File: src/rtl/sgpio_pkg.sv
package sgpio_pkg;
    localparam int SRC_W  = 3;
    localparam int ADDR_W = 6;
    localparam int DATA_W = 32;

    localparam logic [ADDR_W-1:0] ADR_INDATA = 6'h20;
    localparam logic [ADDR_W-1:0] ADR_ENABLE = 6'h24;
    localparam logic [ADDR_W-1:0] ADR_CTRL   = 6'h25;
    localparam logic [ADDR_W-1:0] ADR_DIV    = 6'h26;

    localparam int CTRL_AUTO  = 2;
    localparam int CTRL_START = 3;
    localparam int CTRL_BUSY  = 4;

    localparam logic [SRC_W-1:0] SRC_HIGH = 3'd1;

    typedef enum logic [1:0] {
        SCAN_IDLE,
        SCAN_SHIFT,
        SCAN_LOAD
    } scan_state_e;

    typedef struct packed {
        logic       auto_rep;
        logic [1:0] width_m1;
    } scan_mode_t;

    function automatic logic src_to_level(input logic [SRC_W-1:0] code);
        return code == SRC_HIGH;
    endfunction
endpackage

File: src/rtl/sgpio_clkdiv.sv
module sgpio_clkdiv #(
    parameter int DIV_W = 12
) (
    input  logic             clk,
    input  logic             rst,
    input  logic             run,
    input  logic [DIV_W-1:0] div,
    output logic             fall_tick,
    output logic             rise_tick
);
    localparam logic [DIV_W-1:0] MIN_DIV = DIV_W'(2);

    logic [DIV_W-1:0] cnt;
    logic [DIV_W-1:0] eff;
    logic [DIV_W-1:0] half;

    always_comb begin
        eff  = (div < MIN_DIV) ? MIN_DIV : div;
        half = eff >> 1;
    end

    assign fall_tick = run && (cnt == '0);
    assign rise_tick = run && (cnt == half);

    always_ff @(posedge clk) begin
        if (rst || !run) begin
            cnt <= '0;
        end else if (cnt >= eff - 1'b1) begin
            cnt <= '0;
        end else begin
            cnt <= cnt + 1'b1;
        end
    end

    // A serial period never shrinks below two system cycles
    assert_min_period_R7: assert property (@(posedge clk) disable iff (rst)
        fall_tick |=> !fall_tick);
endmodule

File: src/rtl/sgpio_regs.sv
module sgpio_regs
    import sgpio_pkg::*;
#(
    parameter int NPORTS  = 32,
    parameter int MAXB    = 4,
    parameter int DIV_W   = 12,
    parameter int DIV_RST = 10,
    localparam int CFG_W  = MAXB * SRC_W
) (
    input  logic                           clk,
    input  logic                           rst,
    input  logic                           wr_en,
    input  logic [ADDR_W-1:0]              wr_addr,
    input  logic [DATA_W-1:0]              wr_data,
    input  logic [ADDR_W-1:0]              rd_addr,
    output logic [DATA_W-1:0]              rd_data,
    output logic [NPORTS-1:0][CFG_W-1:0]   port_cfg,
    output logic [NPORTS-1:0]              port_en,
    output scan_mode_t                     mode,
    output logic [DIV_W-1:0]               div,
    output logic                           start_req,
    input  logic                           busy,
    input  logic [MAXB-1:0][NPORTS-1:0]    in_words
);
    localparam int PIDX_W = $clog2(NPORTS);
    localparam logic [ADDR_W-1:0] NP_A   = ADDR_W'(NPORTS);
    localparam logic [ADDR_W-1:0] IN_END = ADR_INDATA + ADDR_W'(MAXB);

    always_ff @(posedge clk) begin
        if (rst) begin
            port_cfg <= '0;
            port_en  <= '1;
            mode     <= '0;
            div      <= DIV_W'(DIV_RST);
        end else if (wr_en) begin
            if (wr_addr < NP_A) begin
                port_cfg[wr_addr[PIDX_W-1:0]] <= wr_data[CFG_W-1:0];
            end else if (wr_addr == ADR_ENABLE) begin
                port_en <= wr_data[NPORTS-1:0];
            end else if (wr_addr == ADR_CTRL) begin
                mode.width_m1 <= wr_data[1:0];
                mode.auto_rep <= wr_data[CTRL_AUTO];
            end else if (wr_addr == ADR_DIV) begin
                div <= wr_data[DIV_W-1:0];
            end
        end
    end

    assign start_req = wr_en && (wr_addr == ADR_CTRL) && wr_data[CTRL_START];

    always_comb begin
        rd_data = '0;
        if (rd_addr < NP_A) begin
            rd_data[CFG_W-1:0] = port_cfg[rd_addr[PIDX_W-1:0]];
        end else if (rd_addr >= ADR_INDATA && rd_addr < IN_END) begin
            rd_data[NPORTS-1:0] = in_words[rd_addr[1:0]];
        end else if (rd_addr == ADR_ENABLE) begin
            rd_data[NPORTS-1:0] = port_en;
        end else if (rd_addr == ADR_CTRL) begin
            rd_data[1:0]         = mode.width_m1;
            rd_data[CTRL_AUTO]   = mode.auto_rep;
            rd_data[CTRL_BUSY]   = busy;
        end else if (rd_addr == ADR_DIV) begin
            rd_data[DIV_W-1:0] = div;
        end
    end
endmodule

File: src/rtl/sgpio_scan.sv
module sgpio_scan
    import sgpio_pkg::*;
#(
    parameter int NPORTS = 32,
    parameter int MAXB   = 4,
    localparam int CFG_W = MAXB * SRC_W
) (
    input  logic                         clk,
    input  logic                         rst,
    input  logic                         start_req,
    input  logic [NPORTS-1:0][CFG_W-1:0] port_cfg,
    input  logic [NPORTS-1:0]            port_en,
    input  scan_mode_t                   mode,
    input  logic                         fall_tick,
    input  logic                         rise_tick,
    input  logic                         sdin,
    output logic                         run,
    output logic                         busy,
    output logic                         sclk,
    output logic                         sdout,
    output logic                         sload,
    output logic [MAXB-1:0][NPORTS-1:0]  in_words
);
    localparam int PIDX_W = $clog2(NPORTS);
    localparam logic [PIDX_W-1:0] LAST_P = PIDX_W'(NPORTS - 1);

    scan_state_e                 state;
    logic [1:0]                  bidx;
    logic [PIDX_W-1:0]           pidx;
    logic [NPORTS-1:0]           en_snap;
    logic [1:0]                  wm1_snap;
    logic                        got_fall;
    logic [MAXB-1:0][NPORTS-1:0] shadow;

    logic             slot_en;
    logic             last_slot;
    logic [SRC_W-1:0] cur_code;
    logic             step;
    logic             launch;
    logic             commit;
    logic             begin_scan;

    always_comb begin
        slot_en    = en_snap[pidx];
        last_slot  = (pidx == LAST_P) && (bidx == wm1_snap);
        cur_code   = port_cfg[pidx][int'(bidx)*SRC_W +: SRC_W];
        step       = (state == SCAN_SHIFT) && (got_fall ? rise_tick : !slot_en);
        launch     = (state == SCAN_SHIFT) && !got_fall && slot_en && fall_tick;
        commit     = (state == SCAN_LOAD) && sload && fall_tick;
        begin_scan = ((state == SCAN_IDLE) && (start_req || mode.auto_rep))
                   || (commit && mode.auto_rep);
    end

    assign busy = (state != SCAN_IDLE);
    assign run  = busy;

    always_ff @(posedge clk) begin
        if (rst) begin
            state    <= SCAN_IDLE;
            bidx     <= '0;
            pidx     <= '0;
            en_snap  <= '0;
            wm1_snap <= '0;
            got_fall <= 1'b0;
            shadow   <= '0;
            in_words <= '0;
            sclk     <= 1'b1;
            sdout    <= 1'b0;
            sload    <= 1'b0;
        end else begin
            // Sequencer: walk bit index outer, port inner
            if (begin_scan) begin
                state    <= SCAN_SHIFT;
                bidx     <= '0;
                pidx     <= '0;
                en_snap  <= port_en;
                wm1_snap <= mode.width_m1;
                got_fall <= 1'b0;
            end else if (commit) begin
                state <= SCAN_IDLE;
            end else if (step) begin
                if (last_slot) begin
                    state <= SCAN_LOAD;
                end else if (pidx == LAST_P) begin
                    pidx <= '0;
                    bidx <= bidx + 1'b1;
                end else begin
                    pidx <= pidx + 1'b1;
                end
            end

            // Falling serial edge: present the next output bit
            if (launch) begin
                sclk     <= 1'b0;
                sdout    <= src_to_level(cur_code);
                got_fall <= 1'b1;
            end

            // Rising serial edge: sample the return line
            if (step && got_fall) begin
                sclk                <= 1'b1;
                shadow[bidx][pidx]  <= sdin;
                got_fall            <= 1'b0;
            end

            // Load strobe spans one full serial period
            if (state == SCAN_LOAD && fall_tick) begin
                sload <= !sload;
            end

            if (commit) begin
                in_words <= shadow;
            end
            if (state == SCAN_IDLE && begin_scan) begin
                shadow <= in_words;
            end
        end
    end

    assert_load_clk_high_R6: assert property (@(posedge clk) disable iff (rst)
        sload |-> sclk);

    assert_inputs_hold_R5: assert property (@(posedge clk) disable iff (rst)
        !commit |=> $stable(in_words));

    assert_busy_ends_after_load_R8: assert property (@(posedge clk) disable iff (rst)
        $fell(busy) |-> $past(sload));

    assert_idle_quiet_R1: assert property (@(posedge clk) disable iff (rst)
        !busy |-> (sclk && !sload));

    assert_shift_on_fall_R3: assert property (@(posedge clk) disable iff (rst)
        $fell(sclk) |-> $past(fall_tick));
endmodule

File: src/rtl/sgpio_ctrl.sv
module sgpio_ctrl
    import sgpio_pkg::*;
#(
    parameter int NPORTS  = 32,
    parameter int MAXB    = 4,
    parameter int DIV_W   = 12,
    parameter int DIV_RST = 10
) (
    input  logic              clk,
    input  logic              rst,
    input  logic              wr_en,
    input  logic [ADDR_W-1:0] wr_addr,
    input  logic [DATA_W-1:0] wr_data,
    input  logic [ADDR_W-1:0] rd_addr,
    output logic [DATA_W-1:0] rd_data,
    output logic              sclk,
    output logic              sdout,
    output logic              sload,
    input  logic              sdin
);
    localparam int CFG_W = MAXB * SRC_W;

    logic [NPORTS-1:0][CFG_W-1:0] port_cfg;
    logic [NPORTS-1:0]            port_en;
    scan_mode_t                   mode;
    logic [DIV_W-1:0]             div;
    logic                         start_req;
    logic                         busy;
    logic                         run;
    logic                         fall_tick;
    logic                         rise_tick;
    logic [MAXB-1:0][NPORTS-1:0]  in_words;

    sgpio_regs #(
        .NPORTS (NPORTS),
        .MAXB   (MAXB),
        .DIV_W  (DIV_W),
        .DIV_RST(DIV_RST)
    ) u_regs (
        .clk      (clk),
        .rst      (rst),
        .wr_en    (wr_en),
        .wr_addr  (wr_addr),
        .wr_data  (wr_data),
        .rd_addr  (rd_addr),
        .rd_data  (rd_data),
        .port_cfg (port_cfg),
        .port_en  (port_en),
        .mode     (mode),
        .div      (div),
        .start_req(start_req),
        .busy     (busy),
        .in_words (in_words)
    );

    sgpio_clkdiv #(
        .DIV_W(DIV_W)
    ) u_div (
        .clk      (clk),
        .rst      (rst),
        .run      (run),
        .div      (div),
        .fall_tick(fall_tick),
        .rise_tick(rise_tick)
    );

    sgpio_scan #(
        .NPORTS(NPORTS),
        .MAXB  (MAXB)
    ) u_scan (
        .clk      (clk),
        .rst      (rst),
        .start_req(start_req),
        .port_cfg (port_cfg),
        .port_en  (port_en),
        .mode     (mode),
        .fall_tick(fall_tick),
        .rise_tick(rise_tick),
        .sdin     (sdin),
        .run      (run),
        .busy     (busy),
        .sclk     (sclk),
        .sdout    (sdout),
        .sload    (sload),
        .in_words (in_words)
    );
endmodule

File: config.mk
export PLATFORM = sky130hd
export DESIGN_NAME = sgpio_ctrl
export DESIGN_NICKNAME = d
export VERILOG_FILES = /design/src/rtl/sgpio_pkg.sv /design/src/rtl/sgpio_clkdiv.sv /design/src/rtl/sgpio_regs.sv /design/src/rtl/sgpio_scan.sv /design/src/rtl/sgpio_ctrl.sv
export SDC_FILE = /design/constraint.sdc
export NUM_CORES = 2
export LEC_CHECK = 0
export CAP_MARGIN = 10
export CORE_MARGIN = 8
export CORE_UTILIZATION = 45
export DETAILED_ROUTE_END_ITERATION = 7
export PLACE_DENSITY_LB_ADDON = 0.15
export SYNTH_ARGS = -nofsm -noshare
export SYNTH_HDL_FRONTEND = slang
export SYNTH_HIERARCHICAL = 1
export SYNTH_SLANG_ARGS = --single-unit
File: constraint.sdc
create_clock -name clk -period 4.3 [get_ports clk]
set_clock_uncertainty 0.05 [all_clocks]
set_input_delay 1.075 -clock clk [delete_from_list [all_inputs] [get_ports clk]]
set_output_delay 1.075 -clock clk [all_outputs]
set_load 0.02 [all_outputs]
# Yosys cells after proc, flatten, opt, wreduce, memory -nomap -nowiden
# Index checks and enable logic that the tools add are counted.
[totals] reg_bits=746 inputBits=48 out_inout_bits=35 elab_cells=175
[classes] add_sub_neg=4 mul=1 n_lt_le_gt_ge=14 eq_ne=12 n_shift=1 muxes=37 bitwise_logic=5 reduce_logical=46
[ops] cell="bitwise mux 384 bit" n=1
[ops] cell="two-way mux 128 bit" n=2
[ops] cell="bitwise mux 128 bit" n=1
[ops] cell="binary-select mux 12 bit (select 5 bit)" n=2
[ops] cell="two-way mux 32 bit" n=3
[ops] cell="two-way mux 12 bit" n=7
[ops] cell="binary-select mux 32 bit (select 2 bit)" n=1
[ops] cell="demux 32 bit (select 2 bit)" n=1
[ops] cell="demux 12 bit (select 5 bit)" n=1
[ops] cell="two-way mux 20 bit" n=2
[ops] cell="equality test 6 bit (second input constant)" n=6
[ops] cell="indexed part select 12 x 32 -> 3 bit" n=1
[ops] cell="logical AND 1 bit" n=20
[ops] cell="< comparator 5 x 6 -> 1 bit (second input constant)" n=3
[ops] cell="< comparator 6 bit (second input constant)" n=3
[ops] cell="adder 12 x 1 -> 12 bit (second input constant)" n=1
[ops] cell="equality test 12 x 11 -> 1 bit" n=1
[ops] cell="greater-or-equal comparator 12 bit" n=1
[ops] cell="logical NOT 12 bit" n=1
[ops] cell="< comparator 12 x 2 -> 1 bit (second input constant)" n=1
[ops] cell="subtractor 12 x 1 -> 12 bit (second input constant)" n=1
[ops] cell="two-way mux 1 bit" n=11
[ops] cell="greater-or-equal comparator 5 x 1 -> 1 bit (second input constant)" n=2
[ops] cell="AND reduction 4 bit" n=2
[ops] cell="27 further kinds" n=45

# Longest topological paths before layout
[depth] depth_word=9 mapped_depth=14 depth_no_buf=12

# Hierarchy
# Netlist, hierarchy kept.
[modules_own_cells] module="sgpio_regs" instances=1 cells_per_inst=2148 area_per_inst_um2=20261.9 seq_area_each_um2=8628.3
[modules_own_cells] module="sgpio_scan" instances=1 cells_per_inst=1952 area_per_inst_um2=15532.4 seq_area_each_um2=6065.8
[modules_own_cells] module="sgpio_clkdiv" instances=1 cells_per_inst=142 area_per_inst_um2=1191.1 seq_area_each_um2=240.2

# Least setup slack after synthesis
# No wires, ideal clock.
[synth_path] path_kind="input to output" from="input port rd_addr[0]" to="output port rd_data[4]" arrival_ps=2729 required_ps=3175 setup_slack_ps=446 path_stages=8 path_cell_list="buf_2 -> buf_4 -> buf_2 -> and2_1 -> a221o_1 -> o21ai_0 -> a21oi_1 -> o21ai_0"
[synth_between] elab_chain_len=6
[synth_lines] element="start: declaration" line_no="sgpio_ctrl.sv:14" text="input logic [ADDR_W-1:0] rd_addr,"
[synth_lines] element="equality test 6 bit" line_no="sgpio_regs.sv:63" text="end else if (rd_addr == ADR_DIV) begin"
[synth_lines] element="two-way mux 12 bit" line_no="sgpio_regs.sv:63"
[synth_lines] element="two-way mux 1 bit" line_no="sgpio_regs.sv:59" text="end else if (rd_addr == ADR_CTRL) begin"
[synth_lines] element="two-way mux 12 bit" line_no="sgpio_regs.sv:57" text="end else if (rd_addr == ADR_ENABLE) begin"
[synth_lines] element="two-way mux 32 bit" line_no="sgpio_regs.sv:55" text="end else if (rd_addr >= ADR_INDATA && rd_addr < IN_END) begin"
[synth_lines] element="two-way mux 12 bit (*)" line_no="sgpio_regs.sv:53" text="if (rd_addr < NP_A) begin"
[synth_lines] element="end: declaration" line_no="sgpio_ctrl.sv:15" text="output logic [DATA_W-1:0] rd_data,"
# Every way passes the cells marked *; elsewhere a longest branch is shown, timed or not. The select of a mux whose other input is x is not followed.

# Final worst setup path
[layout_path] from="input port rd_addr[1]" to="output port rd_data[8]"
[layout_between] elab_chain_len=6
[layout_lines] element="equality test 6 bit" line_no="sgpio_regs.sv:63"
[layout_lines] element="two-way mux 12 bit" line_no="sgpio_regs.sv:63"
[layout_lines] element="two-way mux 7 bit" line_no="sgpio_regs.sv:59"
[layout_lines] element="two-way mux 12 bit" line_no="sgpio_regs.sv:57"
[layout_lines] element="two-way mux 32 bit" line_no="sgpio_regs.sv:55"
[layout_lines] element="two-way mux 12 bit (*)" line_no="sgpio_regs.sv:53"
# Marked as above.

==> flow_summary.yaml <==
logic_synthesis:
  synth_area_leaders: "dfxtp_1 (40%), mux2i_1 (11%), mux4_2 (8.0%)"
  yosysWarnings: 6
  synth_common_cells: "dfxtp_1 (746), nand2_1 (630), nor2_1 (456)"
  yosys.area_share.simple: 0.199
  yosys.area_share.xor_xnor: 0.00758
  synth_nets: 4314
  synth.distinct_cells: 83
  yosysSeqAreaShare: 0.404
  async_flop_share: 0
  yosysMostFrequentCell: "dfxtp_1"
  synth-adder-area-share: 0.00812
  synth_mux_area_frac: 0.205
  netlist.area_leader.share: 0.404
  synth-compound-area-share: 0.123
  synthFlopType: "dfxtp_1"
  synth-seq-cells: 746
  syn_area_um2: 37000
  yosysTopAreaCell: "dfxtp_1"
  synth_top_family_by_area: "multiplexers"
  synth_edf_count: 0
  synth.avg_cell_area_um2: 8.72
  postSynthCellCount: 4242
placement:
  dp_hpwl_um: 86500
  place_congestion: 1.01
  placed_cell_area_um2: 39800
  post-place-cells: 5226
  portBuffers: 82
setup_path:
  cp-endpoint: "rd_data[8]"
  r2r_slack_ps: 450
  startpoint: "rd_addr[1]"
  cp-end-kind: "primary output"
  r2r_cells: 13
  worstPathMaxFanout: 11
  rr_startpoint: "u_regs/div[4]"
  critPathRequiredTime_ps: 3170
  worstSetupPathType: "in2out"
  cp.arrival_ps: 3120
  critPathLaunchType: "primary input"
  r2r-end: "u_div/cnt[5]"
cts:
  cts.clk_slew.worst_paths_ps: 60
  root_buffer: "clkbuf_16"
  clockBufferDepth: 3
  clkLatencyLatePin_ps: 660
  htree_levels: 3
  cts_tree: "done"
  numCtsBuffers: 83
  numClockSinks: 746
  cts_hold_buf: 0
grt:
  grt_start_max_net_pins: 181
  grt_pass1_wl_um: 199000
  grt_pass1_vias: 30900
  globalRoute.totalOverflow: 0
  grt_antenna_before_repair: 4
  gr-usage-all-layers: 0.279
sta:
  rsz0062_at_grt: "false"
  report.final.slew_viol_count: 0
  tns_ps: 0
  worst_pin_slew_ps: 1100
  final_hold_viol_count: 0
  fmax_mhz: 235
  relSlewSlack: 0.265
  setup_viol: 0
  period_share: 0.988
  fin_crit_ps: 4250
die:
  core_um2: 81700
  initial_utilization: 0.453
  io_pins: 83
  die_h_um: 303
  die_w_um: 303
  fp-row-count: 105
  die-area_um2: 91600
outcome:
  outcome: "finished, final reports clean"
final_layout:
  seqCellArea_um2: 14900
  multi_input_area_um2: 20400
  instances_no_fill: 5381
  n_fill_cell: 7653
  fin_area_um2: 42800
  layout.nets: 4323
  layout-drive-gt1-share: 0.155
  areaGrowthSynthToFinish_pct: 15.7
routing:
  drt-total-wl_um: 132000
  dr.pass1.iters: 6
  drt_iter0_markers: 4231
  drcViolationCount: 0
  routedWlPerCell_um: 24.5
  drtAntennaViolNets: 0
  num_vias: 33200
  vias_per_cell: 6.16
pwr:
  swShare: 0.244
  vdd_ir_drop_max_v: 0.000303
  seqPwrFrac: 0.466
  p_int_mw: 11.3
  p_leak_nw: 15.4
  p_sw_mw: 3.65
  comb_power_share: 0.059
  pwr-share-clk: 0.474
  power_density_nw_per_um2: 349
worst_hold_path:
  holdPathStages: 2
  hp-class: "reg2reg"
job:
  maxCapViolations: 0
==> state kept, by name (all words and copies together), names as in the netlist, 5 cells and up <==
register and count:
u_div/cnt 12, u_regs/div 12, u_regs/port_cfg 384, u_regs/port_en 32
u_scan/en_snap 32, u_scan/in_words 128, u_scan/pidx 5, u_scan/shadow 128
==> critical path, stage by stage <==
cell	delay [ps]
buf_12	150
buf_12	160
mux4_2	500
nand2_1	130
a21oi_2	120
o21ai_0	490
a22oi_2	160
buf_4	180
buf_2	150
==> layer usage <==
| metal | share of wire | up-vias | track usage |
|---|---|---|---|
| li1 | - | 15000 | - |
| met1 | 0.45 | 16300 | 0.415 |
| met2 | 0.41 | 1593 | 0.396 |
| met3 | 0.10 | 261 | 0.0652 |
| met4 | 0.031 | 0 | 0.0883 |
| met5 | 0 | - | 0 |
==> cells by family after synthesis <==
logic type                 Yosys count
and+or+nand+nor                   1668
DFF                                746
AOI/OAI and AO/OA                  738
muxes                              578
buffers and inverters              456
xor gates and xnor gates            32
adders and majority gates           24
==> stage by stage <==
| step | power (mW) | hold WS [ps] | setup slack [ps] | utilization |
|---|---|---|---|---|
| final | 14.9 | 376 | 51.8 | 0.524 |
| after global routing | 15.4 | 392 | 5.06 | 0.524 |
| after CTS | 15.0 | 372 | -1.45 | 0.523 |
| after detailed placement | 7.97 | 392 | -866 | 0.487 |
| after global placement | 7.96 | 386 | -822 | 0.487 |
| after floorplan | 7.59 | 377 | 446 | - |
==> what timing repair did <==
action / 4_1_cts / 5_1_grt
endpoints found under the setup margin: 32 / 30
pin swaps: 11 / 9
gates resized for setup: 128 / 20
gates cloned: 0 / 1
setup buffers: 8 / 3
hold endpoints to repair: 0 / 0
==> power by group through the flow <==
stage / clock, mW / combinational (mW) / sequential [mW]
after CTS: 7.18 / 0.867 / 6.97
after global placement: 0 / 0.845 / 7.12
after floorplan: 0 / 0.478 / 7.11
after detailed placement: 0 / 0.847 / 7.12
after global routing: 7.47 / 0.928 / 6.97
final: 7.08 / 0.887 / 6.97
==> placed cells by master (no fill, tap or decap), types with 7 or more instances in the layout <==
master / Yosys / final
xnor2_1: 22 / 22
clkbuf_8: 0 / 18
ha_1: 24 / 24
dfxtp_1: 746 / 744
a21oi_1: 407 / 403
nand4_1: 8 / 8
buf_2: 86 / 8
mux4_1: 9 / 9
clkdlybuf4s50_1: 0 / 38
and3_1: 8 / 7
nand2b_1: 9 / 9
buf_12: 0 / 33
clkdlybuf4s15_2: 0 / 17
a211o_1: 10 / 10
inv_1: 17 / 17
o21ai_0: 35 / 29
a211oi_1: 161 / 159
buf_4: 24 / 247
o22ai_1: 17 / 16
nand3b_1: 37 / 37
clkinv_2: 0 / 11
nor2_1: 456 / 450
nor2b_1: 22 / 21
clkbuf_1: 288 / 17
nor4_1: 17 / 16
xor2_1: 10 / 10
nand2_1: 630 / 630
a22o_1: 21 / 21
a2111oi_0: 16 / 14
clkbuf_16: 0 / 84
or3_1: 10 / 10
mux2_2: 17 / 16
nor3_1: 81 / 80
mux2i_1: 421 / 418
mux4_2: 131 / 131
nand3_1: 336 / 336
a31oi_1: 11 / 11
nor2_2: 9 / 12
and2_1: 9 / 8
==> worst min-delay path by stage <==
stage                            to               start  slack [ps]
2_1_floorplan     u_scan/en_snap[1]   u_scan/en_snap[1]         380
3_3_place_gp     u_scan/en_snap[12]  u_scan/en_snap[12]         390
3_5_place_dp     u_scan/en_snap[27]  u_scan/en_snap[27]         390
4_1_cts         u_scan/in_words[97]   u_scan/shadow[97]         370
5_1_grt        u_scan/in_words[111]  u_scan/shadow[111]         390
6_report        u_scan/in_words[97]   u_scan/shadow[97]         380
==> cell type report <==
| class | count | share of cell area |
|---|---|---|
| well taps | 1070 | 0.0313 |
| multi-input cells | 3040 | 0.477 |
| clock inverters | 23 | 0.00702 |
| repair buffers | 362 | 0.0779 |
| flip-flops and latches | 746 | 0.349 |
| diodes | 4 | 0.000234 |
| inverters | 18 | 0.00167 |
| clock buffers | 118 | 0.0558 |
(Power assumes the default switching activity.)
